**src/rtl/gce_pkg.sv**
```systemverilog
package gce_pkg;
    typedef enum logic [2:0] {
        ST_IDLE,
        ST_SET_VAL,
        ST_SET_DIR,
        ST_RSP_S0,
        ST_RSP_S1,
        ST_RSP_DAT
    } gce_state_e;

    // Upper six bits common to all four valid opcodes; bit 1 picks the bank, bit 0 picks read.
    localparam logic [7:0] OPC_BASE = 8'h80;
    localparam logic [7:0] OPC_MASK = 8'hFC;
    localparam int         NUM_BANKS = 2;
endpackage

```
**src/rtl/gce_sync.sv**
```systemverilog
module gce_sync #(
    parameter int WIDTH = 16
) (
    input  logic             clk,
    input  logic             rst_n,
    input  logic [WIDTH-1:0] async_i,
    output logic [WIDTH-1:0] sync_o
);
    logic [WIDTH-1:0] stage1;

    always_ff @(posedge clk or negedge rst_n) begin
        if (!rst_n) begin
            stage1 <= '0;
            sync_o <= '0;
        end else begin
            stage1 <= async_i;
            sync_o <= stage1;
        end
    end
endmodule

```
**src/rtl/gce_bank_regs.sv**
```systemverilog
module gce_bank_regs #(
    parameter int NB = 2,
    parameter int BW = 8,
    localparam int IDXW = (NB > 1) ? $clog2(NB) : 1
) (
    input  logic             clk,
    input  logic             rst_n,
    input  logic             wr_en,
    input  logic [IDXW-1:0]  wr_bank,
    input  logic [BW-1:0]    wr_val,
    input  logic [BW-1:0]    wr_dir,
    output logic [NB*BW-1:0] lat_o,
    output logic [NB*BW-1:0] dir_o
);
    for (genvar b = 0; b < NB; b++) begin : g_bank
        always_ff @(posedge clk or negedge rst_n) begin
            if (!rst_n) begin
                lat_o[b*BW +: BW] <= '0;
                dir_o[b*BW +: BW] <= '0;
            end else if (wr_en && (wr_bank == IDXW'(b))) begin
                // latch and direction change in the same cycle
                lat_o[b*BW +: BW] <= wr_val;
                dir_o[b*BW +: BW] <= wr_dir;
            end
        end
    end
endmodule

```
**src/rtl/gce_ctrl.sv**
```systemverilog
module gce_ctrl
    import gce_pkg::*;
#(
    parameter int          BW  = 8,
    parameter logic [7:0]  ST0 = 8'h32,
    parameter logic [7:0]  ST1 = 8'h60,
    localparam int         PW  = NUM_BANKS * BW
) (
    input  logic          clk,
    input  logic          rst_n,
    input  logic [7:0]    cmd_data,
    input  logic          cmd_valid,
    output logic          cmd_ready,
    output logic [7:0]    rsp_data,
    output logic          rsp_valid,
    input  logic          rsp_ready,
    input  logic [PW-1:0] pins_sync,
    output logic          wr_en,
    output logic          wr_bank,
    output logic [BW-1:0] wr_val,
    output logic [BW-1:0] wr_dir
);
    gce_state_e state, state_nx;
    logic          bank_q;
    logic [BW-1:0] val_q;
    logic [BW-1:0] snap_q;
    logic          take;
    logic          give;
    logic          opc_ok;

    assign take   = cmd_valid && cmd_ready;
    assign give   = rsp_valid && rsp_ready;
    assign opc_ok = (cmd_data & OPC_MASK) == OPC_BASE;

    // state register
    always_ff @(posedge clk or negedge rst_n) begin
        if (!rst_n) state <= ST_IDLE;
        else        state <= state_nx;
    end

    // next-state decode
    always_comb begin
        state_nx = state;
        unique case (state)
            ST_IDLE:    if (take && opc_ok) state_nx = cmd_data[0] ? ST_RSP_S0 : ST_SET_VAL;
            ST_SET_VAL: if (take) state_nx = ST_SET_DIR;
            ST_SET_DIR: if (take) state_nx = ST_IDLE;
            ST_RSP_S0:  if (give) state_nx = ST_RSP_S1;
            ST_RSP_S1:  if (give) state_nx = ST_RSP_DAT;
            ST_RSP_DAT: if (give) state_nx = ST_IDLE;
            default:    state_nx = ST_IDLE;
        endcase
    end

    // argument and snapshot capture
    always_ff @(posedge clk or negedge rst_n) begin
        if (!rst_n) begin
            bank_q <= 1'b0;
            val_q  <= '0;
            snap_q <= '0;
        end else begin
            if (state == ST_IDLE && take && opc_ok) begin
                bank_q <= cmd_data[1];
                snap_q <= pins_sync[(cmd_data[1] ? BW : 0) +: BW];
            end
            if (state == ST_SET_VAL && take) val_q <= cmd_data;
        end
    end

    // outputs
    always_comb begin
        cmd_ready = 1'b0;
        rsp_valid = 1'b0;
        rsp_data  = 8'h00;
        unique case (state)
            ST_IDLE, ST_SET_VAL, ST_SET_DIR: cmd_ready = 1'b1;
            ST_RSP_S0:  begin rsp_valid = 1'b1; rsp_data = ST0; end
            ST_RSP_S1:  begin rsp_valid = 1'b1; rsp_data = ST1; end
            ST_RSP_DAT: begin rsp_valid = 1'b1; rsp_data = 8'(snap_q); end
            default: ;
        endcase
    end

    assign wr_en   = (state == ST_SET_DIR) && take;
    assign wr_bank = bank_q;
    assign wr_val  = val_q;
    assign wr_dir  = cmd_data[BW-1:0];
endmodule

```
**src/rtl/gpio_cmd_engine.sv**
```systemverilog
module gpio_cmd_engine
    import gce_pkg::*;
#(
    parameter int         BANK_W = 8,
    parameter logic [7:0] STAT0  = 8'h32,
    parameter logic [7:0] STAT1  = 8'h60,
    localparam int        PINS   = NUM_BANKS * BANK_W
) (
    input  logic            clk,
    input  logic            rst_n,
    input  logic [7:0]      cmd_data,
    input  logic            cmd_valid,
    output logic            cmd_ready,
    output logic [7:0]      rsp_data,
    output logic            rsp_valid,
    input  logic            rsp_ready,
    input  logic [PINS-1:0] pin_in,
    output logic [PINS-1:0] pad_o,
    output logic [PINS-1:0] pad_oe
);
    logic [PINS-1:0]   pins_sync;
    logic              wr_en;
    logic              wr_bank;
    logic [BANK_W-1:0] wr_val;
    logic [BANK_W-1:0] wr_dir;

    gce_sync #(.WIDTH(PINS)) u_sync (
        .clk     (clk),
        .rst_n   (rst_n),
        .async_i (pin_in),
        .sync_o  (pins_sync)
    );

    gce_ctrl #(.BW(BANK_W), .ST0(STAT0), .ST1(STAT1)) u_ctrl (
        .clk       (clk),
        .rst_n     (rst_n),
        .cmd_data  (cmd_data),
        .cmd_valid (cmd_valid),
        .cmd_ready (cmd_ready),
        .rsp_data  (rsp_data),
        .rsp_valid (rsp_valid),
        .rsp_ready (rsp_ready),
        .pins_sync (pins_sync),
        .wr_en     (wr_en),
        .wr_bank   (wr_bank),
        .wr_val    (wr_val),
        .wr_dir    (wr_dir)
    );

    gce_bank_regs #(.NB(NUM_BANKS), .BW(BANK_W)) u_regs (
        .clk     (clk),
        .rst_n   (rst_n),
        .wr_en   (wr_en),
        .wr_bank (wr_bank),
        .wr_val  (wr_val),
        .wr_dir  (wr_dir),
        .lat_o   (pad_o),
        .dir_o   (pad_oe)
    );
endmodule

```
**config.mk**
```make
export PLATFORM = sky130hd
export DESIGN_NAME = gpio_cmd_engine
export DESIGN_NICKNAME = d
export VERILOG_FILES = /design/src/rtl/gce_pkg.sv /design/src/rtl/gce_sync.sv /design/src/rtl/gce_bank_regs.sv /design/src/rtl/gce_ctrl.sv /design/src/rtl/gpio_cmd_engine.sv
export SDC_FILE = /design/constraint.sdc
export NUM_CORES = 1
export LEC_CHECK = 0
export BUFFER_PORTS_ARGS = -buffer_cell sky130_fd_sc_hd__buf_2
export CAP_MARGIN = 20
export CORE_AREA = 4 4 73 102
export DETAILED_ROUTE_END_ITERATION = 10
export DIE_AREA = 0 0 77 106
export PLACE_DENSITY = 0.78
export SLEW_MARGIN = 15
export SYNTH_ARGS = -nofsm -noshare
export SYNTH_HDL_FRONTEND = slang
export SYNTH_HIERARCHICAL = 1
export SYNTH_SLANG_ARGS = --single-unit
```
**constraint.sdc**
```tcl
create_clock -name clk -period 6.2 [get_ports clk]
set_clock_uncertainty 0.2 [all_clocks]
set_input_delay 1.24 -clock clk [delete_from_list [all_inputs] [get_ports clk]]
set_output_delay 1.24 -clock clk [all_outputs]
set_load 0.03 [all_outputs]
```
== Word level (Yosys, flattened, before mapping) ==
Cells that the tools add are included.
Storage, ports and cells
  flip-flop bits (word level): 84
  output and inout port bits: 42
  input port bits: 28
Cells by class
  reductions and logical operators: 13
  bitwise gates (word level): 1
  muxes and demuxes: 12
  shift operators: 1
  equal/unequal tests: 12
Operators by type and width (count)
  variable part select 16 x 32 -> 8 bit: 1
  case mux 8 bit (3 select lines): 1
  two-way mux 3 bit: 6
  case mux 3 bit (6 select lines): 1
  != test 2 x 1 -> 1 bit, second input constant: 6
  logical AND 1 bit: 9
  == test 3 x 2 -> 1 bit, second input constant: 2
  == test 3 bit, second input constant: 2
  == test 6 bit, second input constant: 1
  AND reduction 6 bit: 1
  OR reduction 3 bit: 2
  two-way mux 4 bit: 1
  == test 3 x 1 -> 1 bit, second input constant: 1
  zero test 3 bit: 1
  two-way mux 1 bit: 2
  two-way mux 2 bit: 1
  inverter 1 bit: 1

== Logic depth before layout (Yosys ltp) ==
Gate-level depths: netlist of run 1.
  depth in word-level cells: 7
  gate-level depth with buffers: 7
  gate-level depth less buffers: 4

== By module ==
The synthesis of run 1 kept the hierarchy.
Modules (own cells, without submodules)
  gce_bank_regs: instances 1, cells an instance 69, area an instance 1252.5 um^2
  gce_ctrl: instances 1, cells an instance 94, area an instance 1168.6 um^2
  gce_sync: instances 1, cells an instance 32, area an instance 800.8 um^2

== Worst setup path before layout of run 1 ==
OpenSTA, ideal clock, no wires.
  kind: reg-to-output
  from: reg u_ctrl.state[1]
  to: out rsp_data[1]
  data arrival time: 1.516 ns
  stages on the path, launching flop included: 5
  setup slack: 3.244 ns
  required time: 4.760 ns
  cells stage by stage: dfrtp_1 > buf_6 > and2b_1 > nand2_1 > a21boi_0
Between the ends
  word-level cells in the longest chain between the ends: 2
  elaborated cells between the ends (all ways): 4
  classes of those cells: 3 x eq/ne; 1 x mux
RTL lines
  start: declaration: line gce_ctrl.sv:23  | gce_state_e state, state_nx;
  start signal: assignment: line gce_ctrl.sv:38  | else state <= state_nx;
  == test 3 bit / == test 3 x 2 -> 1 bit (equally long branches): line gce_ctrl.sv:75  | unique case (state)
  case mux 8 bit (3 select lines) (*): line gce_ctrl.sv:75
  end: declaration: line gpio_cmd_engine.sv:14  | output logic [7:0] rsp_data,
Mark *: on every way between the ends. The rest lies on a longest branch, timed or not.

== Final worst setup path of run 1 ==
  from: reg u_ctrl.state[1]
  to: out rsp_data[4]
The elaborated chain is that of the path after synthesis.

==> results of run 1 <==
==> per-stage QoR <==
| step | utilization [%] | instances | total power [mW] |
|---|---|---|---|
| 5_1_grt | 57.0 | 337 | 1.53 |
| 4_1_cts | 56.5 | 336 | 1.47 |
| 6_report | 57.0 | 337 | 1.45 |
| 2_1_floorplan | - | 195 | 1.01 |
| 3_3_place_gp | 54.0 | 321 | 1.12 |
| 3_5_place_dp | 54.0 | 321 | 1.13 |
==> kinds of logic (layout without fill, tap and decap cells) <==
family,count (synthesis),after routing,synth area share [%]
AOI/OAI and AO/OA,10,10,2.02
buffers and inverters,19,87,4.62
DFF,84,84,65.2
muxes,58,58,22.1
and+or+nand+nor,24,24,5.98
==> cells in the final DEF (no fill, tap or decap) <==
| cell type | n |
|---|---|
| a21boi_0 | 2 |
| a21oi_1 | 3 |
| a311o_1 | 1 |
| and2b_1 | 2 |
| and3_1 | 4 |
| and3b_1 | 1 |
| and4bb_2 | 1 |
| buf_16 | 1 |
| buf_2 | 68 |
| buf_4 | 1 |
| clkbuf_1 | 1 |
| clkbuf_8 | 10 |
| clkinv_2 | 2 |
| clkinv_4 | 1 |
| clkinvlp_4 | 1 |
| dfrtp_1 | 84 |
| inv_1 | 2 |
| mux2_2 | 38 |
| mux2_4 | 17 |
| mux2i_1 | 3 |
| nand2_1 | 5 |
| nand2_2 | 1 |
| nand2b_1 | 1 |
| nand3_2 | 1 |
| nand3b_1 | 1 |
| nor2_1 | 1 |
| nor2b_1 | 2 |
| nor2b_4 | 1 |
| nor4_4 | 1 |
| nor4b_4 | 1 |
| o21ai_0 | 2 |
| o221ai_1 | 1 |
| o22ai_1 | 1 |
| or2b_1 | 1 |
==> metal layers <==
metal	wire, µm	up-vias	GRT usage [%]
met4	80	0	7.25
met1	2150	840	16.2
met2	2750	58	23.3
met3	319	7	3.31
met5	0	-	0
li1	-	797	-
==> sequential cells by signal (all words and copies together), names as in the netlist <==
name,count
u_regs/dir_o,16
u_regs/lat_o,16
u_sync/stage1,16
u_sync/sync_o,16
u_ctrl/snap_q,8
u_ctrl/wr_val,8
u_ctrl/state,3
u_ctrl/wr_bank,1
==> worst min-delay path by stage <==
| stage | endpoint | slack (ps) | depth (start not counted) |
|---|---|---|---|
| 6_report | u_sync/sync_o[2] | 150 | 0 |
| 2_1_floorplan | u_sync/sync_o[0] | 130 | 0 |
| 5_1_grt | u_sync/sync_o[9] | 160 | 0 |
| 3_5_place_dp | u_sync/sync_o[12] | 130 | 0 |
| 3_3_place_gp | u_sync/sync_o[1] | 130 | 0 |
| 4_1_cts | u_sync/sync_o[12] | 150 | 0 |
==> synth_stat cells (2+ instances only) <==
| master | count | area [µm²] |
|---|---|---|
| and3_1 | 4 | 25.0 |
| mux2_4 | 17 | 255 |
| buf_4 | 8 | 60.1 |
| inv_1 | 2 | 7.51 |
| dfrtp_1 | 84 | 2100 |
| o21ai_0 | 2 | 10.0 |
| nor2b_1 | 2 | 12.5 |
| a21oi_1 | 3 | 15.0 |
| buf_6 | 6 | 67.6 |
| a21boi_0 | 2 | 15.0 |
| nand2_1 | 5 | 18.8 |
| and2b_1 | 2 | 15.0 |
| mux2_2 | 38 | 428 |
| mux2i_1 | 3 | 30.0 |
==> power breakdown <==
part / switching (mW) / leakage, nW / internal (mW)
Sequential: 0.0614 / 1.05 / 0.660
Combinational: 0.236 / 0.778 / 0.163
Clock: 0.177 / 0.0852 / 0.154
Total: 0.474 / 1.91 / 0.977
==> layout make-up <==
| cell class | instances | area, µm² |
|---|---|---|
| timing repair buffer | 70 | 375 |
| multi-input combinational | 92 | 971 |
| fill | 530 | 2810 |
| clock buffer | 11 | 141 |
| sequential | 84 | 2100 |
| clock inverter | 4 | 26.3 |
| tap | 74 | 92.6 |
| inverter | 2 | 7.51 |
==> worst max-delay path, delay by kind of cell (launching register included) <==
| family | cells | cell delay, ps |
|---|---|---|
| flip-flops | 1 | 510 |
| buffers and inverters | 1 | 240 |
| AO/OA/AOI/OAI | 1 | 220 |
| AND/OR/NAND/NOR | 2 | 440 |
==> run summary, run 1 <==
via/cell ratio: 5.05
Hold WS: 150 ps
hold_buf cts: 0
Slew headroom: 59.1%
Sink Count: 84
Max H-tree Level: 3
total gr overflow: 0
ANT nets after route: 0
R2R Path End: u_regs/dir_o[1]
Num CTS Buffers: 9
register area share after synthesis: 65.2%
Primary FF master, synth: dfrtp_1
syn_area_per_cell: 16.5 µm²
yosys warns: 6
hold_sp: u_sync/stage1[2]
Die Y: 106 µm
power per standard cell area: 390 nW/µm²
slowest cell on the critical path: dfrtp_1
Critical Path Sink Type: output pin
first drt pass iteration count: 4
1st-iter DRT viols: 54
crit-path cells: and2b_1 > nand2_1 > a21boi_0 > buf_2
Crit Reg-Reg Startpoint: u_ctrl/state[1]
GRT Util Overall: 13.8%
run status: finished clean
Synth async-reset ratio: 100%
Via Count: 1,702
Crit. Startpoint: u_ctrl/state[1]
Setup WS pre-CTS: 3170 ps
Final nets: 287
Post-Syn Instances: 195
RSZ-0062 raised after global routing: false
first-pass GRT wire length: 8640 µm
CP max FO: 10
Worst R2R Path Depth: 4
Post-Route WL: 5300 µm
Least-Margin Pin Slew: 612 ps
Final GP Congestion: 0.713
Req. time, crit path: 4760 ps
MaxCap Viol Count: 0
critical path's largest stage delay: 510 ps
Synth Net Count: 223
starting density of the core: 49.4%
setup ws final: 3000 ps
Residual DRC: 0
CTS tree: built
share of post-route cells with drive strength above 1: 55.1%
antenna cell count: 0
post-CTS setup repair buffer count: 0
IO Port Bufs: 69
Critical Path Source Type: flop
final worst path period need: 3200 ps
post-cts sizing count: 0
die area: 8160 µm²
Cell Area, Synth: 3220 µm²
number of flops mapped to enable cells by yosys: 0
Worst Setup EP: rsp_data[4]
# IOs: 70
fin crit share: 51.6%
latest clock arrival within the worst-skew pair: 340 ps
Critical Path AT: 1760 ps
setup_tns: 0 ps
#FFs+latches synth: 84
Clk pin slew, worst setup/hold paths: 80 ps
internal reg-to-reg setup slack: 3830 ps
antenna violations before repair: 0
vias in the first global route: 1,754
Hold Path Class: reg2reg
Fmax: 0.312 GHz
root buffer cell: clkbuf_8
cell leakage power: 1.91 nW
wire per inst: 15.7 µm
Placed Instance Area: 3520 µm²
fin. max-slew vios: 0
unique cell type count in the Yosys netlist: 31
worst vdd ir: 170 µV
Design Area, Final: 3720 µm²
critical path type: reg2out
Layout area overhead: 15.3%
clock buffer depth: 2
largest net degree at the start of global routing: 85
die width: 77 µm
row count: 35
Setup Viol. Count Final: 0
CORE AREA: 6530 µm²
final hold violations: 0
DP HPWL: 3700 µm
No activity file was read; power rests on OpenSTA's default activity.
==> run 2, diff against run 1 <==
Clock period 6.2 ns to 3 ns, I/O delays scaled along.
==> run 2 against run 1 <==
Net effect:
- final cell count is 0.59% higher
- global-route usage up 0.85 points
- total power is 110% higher
- critical endpoint unchanged
- sequential share of layout area decreased by 0.28 points
- highest routed layer unchanged
- hold slack about the same
- sequential power increased by 110%
==> run summary, run 2 (synthesis results as in run 1) <==
run status: finished clean
Req. time, crit path: 2200 ps (-2560 ps)
hold_buf cts: 0 (unchanged)
fin crit share: 87.3%
Critical Path Sink Type: output pin
power per standard cell area: 812 nW/µm² (+110%)
Setup Viol. Count Final: 0 (unchanged)
RSZ-0062 raised after global routing: false
# IOs: 70 (unchanged)
GRT Util Overall: 14.6% (+0.85 points)
Hold WS: 150 ps (-0.0470 ps)
Die Y: 106 µm (unchanged)
post-cts sizing count: 0 (unchanged)
root buffer cell: clkbuf_8
Post-Route WL: 5540 µm (+4.7%)
Util after Layout: 57.2% (+0.29 points)
Least-Margin Pin Slew: 597 ps (-14.4 ps)
wire per inst: 16.4 µm (+4.0%)
setup ws final: 382 ps (-2620 ps)
first drt pass iteration count: 4 (unchanged)
hold path depth: 0 (unchanged)
Final GP Congestion: 0.689 (-3.4%)
CTS tree: built
crit-path cells: and2b_1 > nand2_1 > a21boi_0 > buf_2
Crit Reg-Reg Startpoint: u_ctrl/state[0]
internal reg-to-reg setup slack: 650 ps (-3180 ps)
Layout area overhead: 15.9%
Worst Hold End: u_sync/sync_o[5]
Setup WS pre-CTS: 593 ps (-2580 ps)
total gr overflow: 0 (unchanged)
row count: 35 (unchanged)
filler cell count: 512 (-3.4%)
R2R Path End: u_regs/dir_o[1]
Final nets: 288 (+0.35%)
IO Port Bufs: 69 (unchanged)
post-CTS setup repair buffer count: 0 (unchanged)
Via Count: 1,730 (+1.6%)
critical path type: reg2out
Max H-tree Level: 3 (unchanged)
Critical Path AT: 1820 ps (+60 ps)
largest net degree at the start of global routing: 85 (unchanged)
first-pass GRT wire length: 9180 µm (+6.3%)
via/cell ratio: 5.10 (+1.0%)
Fmax: 0.382 GHz
commonest non-fill, non-tap cell in the layout: dfrtp_1
final hold violations: 0 (unchanged)
hold_sp: u_sync/stage1[5]
die width: 77 µm (unchanged)
Crit. Startpoint: u_ctrl/state[2]
Clk pin slew, worst setup/hold paths: 80 ps (about the same)
share of post-route cells with drive strength above 1: 55.1% (about the same)
Residual DRC: 0 (unchanged)
MaxCap Viol Count: 0 (unchanged)
antenna violations before repair: 0 (unchanged)
cell leakage power: 1.92 nW (+0.46%)
CP max FO: 10 (unchanged)
1st-iter DRT viols: 55 (+1.9%)
worst vdd ir: 397 µV (+130%)
Worst R2R Path Depth: 4 (unchanged)
antenna cell count: 0 (unchanged)
setup_tns: 0 ps (unchanged)
critical path's largest stage delay: 550 ps (+40 ps)
clock buffer depth: 2 (unchanged)
die area: 8160 µm² (unchanged)
commonest cells after routing, fill and taps aside: dfrtp_1 (84), buf_2 (68), mux2_2 (38), mux2_4 (17), clkbuf_8 (10)
latest clock arrival within the worst-skew pair: 340 ps (about the same)
slowest cell on the critical path: dfrtp_1
fin. max-slew vios: 0 (unchanged)
starting density of the core: 49.4% (unchanged)
CORE AREA: 6530 µm² (unchanged)
final worst path period need: 2620 ps
Critical Path Source Type: flop
Sink Count: 84 (unchanged)
DP HPWL: 3820 µm (+3.3%)
ANT nets after route: 0 (unchanged)
vias in the first global route: 1,858 (+5.9%)
Num CTS Buffers: 9 (unchanged)
Hold Path Class: reg2reg
Slew headroom: 60.1% (+0.97 points)
## run 2: cell count changes in the layout (fill, tap and decap cells not counted)
cell	delta
inv_6	+1
dlygate4sd3_1	+1
## run 2: critical path, delay by kind of cell, from the launching register on
kind | cells | cell delay [ps]
flops | 1 | 550
simple gates | 2 | 390
compound gates | 1 | 270
buf+inv | 1 | 260
## run 2: per-stage QoR
stage / instances / instance area (µm²) / power (mW)
6_report: 339 / 3730 / 3.03
5_1_grt: 339 / 3730 / 3.18
4_1_cts: 337 / 3700 / 3.06
3_5_place_dp: 321 / 3520 / 2.35
3_3_place_gp: 321 / 3520 / 2.31
2_1_floorplan: 195 / 3220 / 2.09
## run 2: where the power goes
part / switching [mW] / total (mW) / internal (mW)
sequential: 0.133 / 1.50 / 1.36
clock: 0.384 / 0.709 / 0.325
combinational: 0.488 / 0.826 / 0.338
## run 2: how the worst max path moves through the flow
stage | endpoint | slack, ps
after floorplan | rsp_data[1] | 680
after global placement | u_regs/dir_o[2] | 670
after detailed placement | u_regs/dir_o[3] | 590
after CTS | rsp_data[4] | 350
after global routing | rsp_data[4] | 220
final | rsp_data[4] | 380
## run 2: final cells by class
cell class              instances  area, µm²  area share, %
multi-input cells              92        971           26.0
well taps                      74       92.6           2.48
clock buffers                  11        141           3.79
clock inverters                 5       35.0          0.938
flip-flops and latches         84       2100           56.3
inverters                       2       7.51          0.201
repair buffers                 71        385           10.3
## run 2: layer usage
| metal | track usage (%) | vias to the layer above | share of wire, % |
|---|---|---|---|
| li1 | - | 799 | - |
| met1 | 16.6 | 865 | 41 |
| met2 | 25.2 | 55 | 52 |
| met3 | 3.73 | 11 | 5.1 |
| met4 | 7.63 | 0 | 2.1 |
| met5 | 0 | - | 0 |
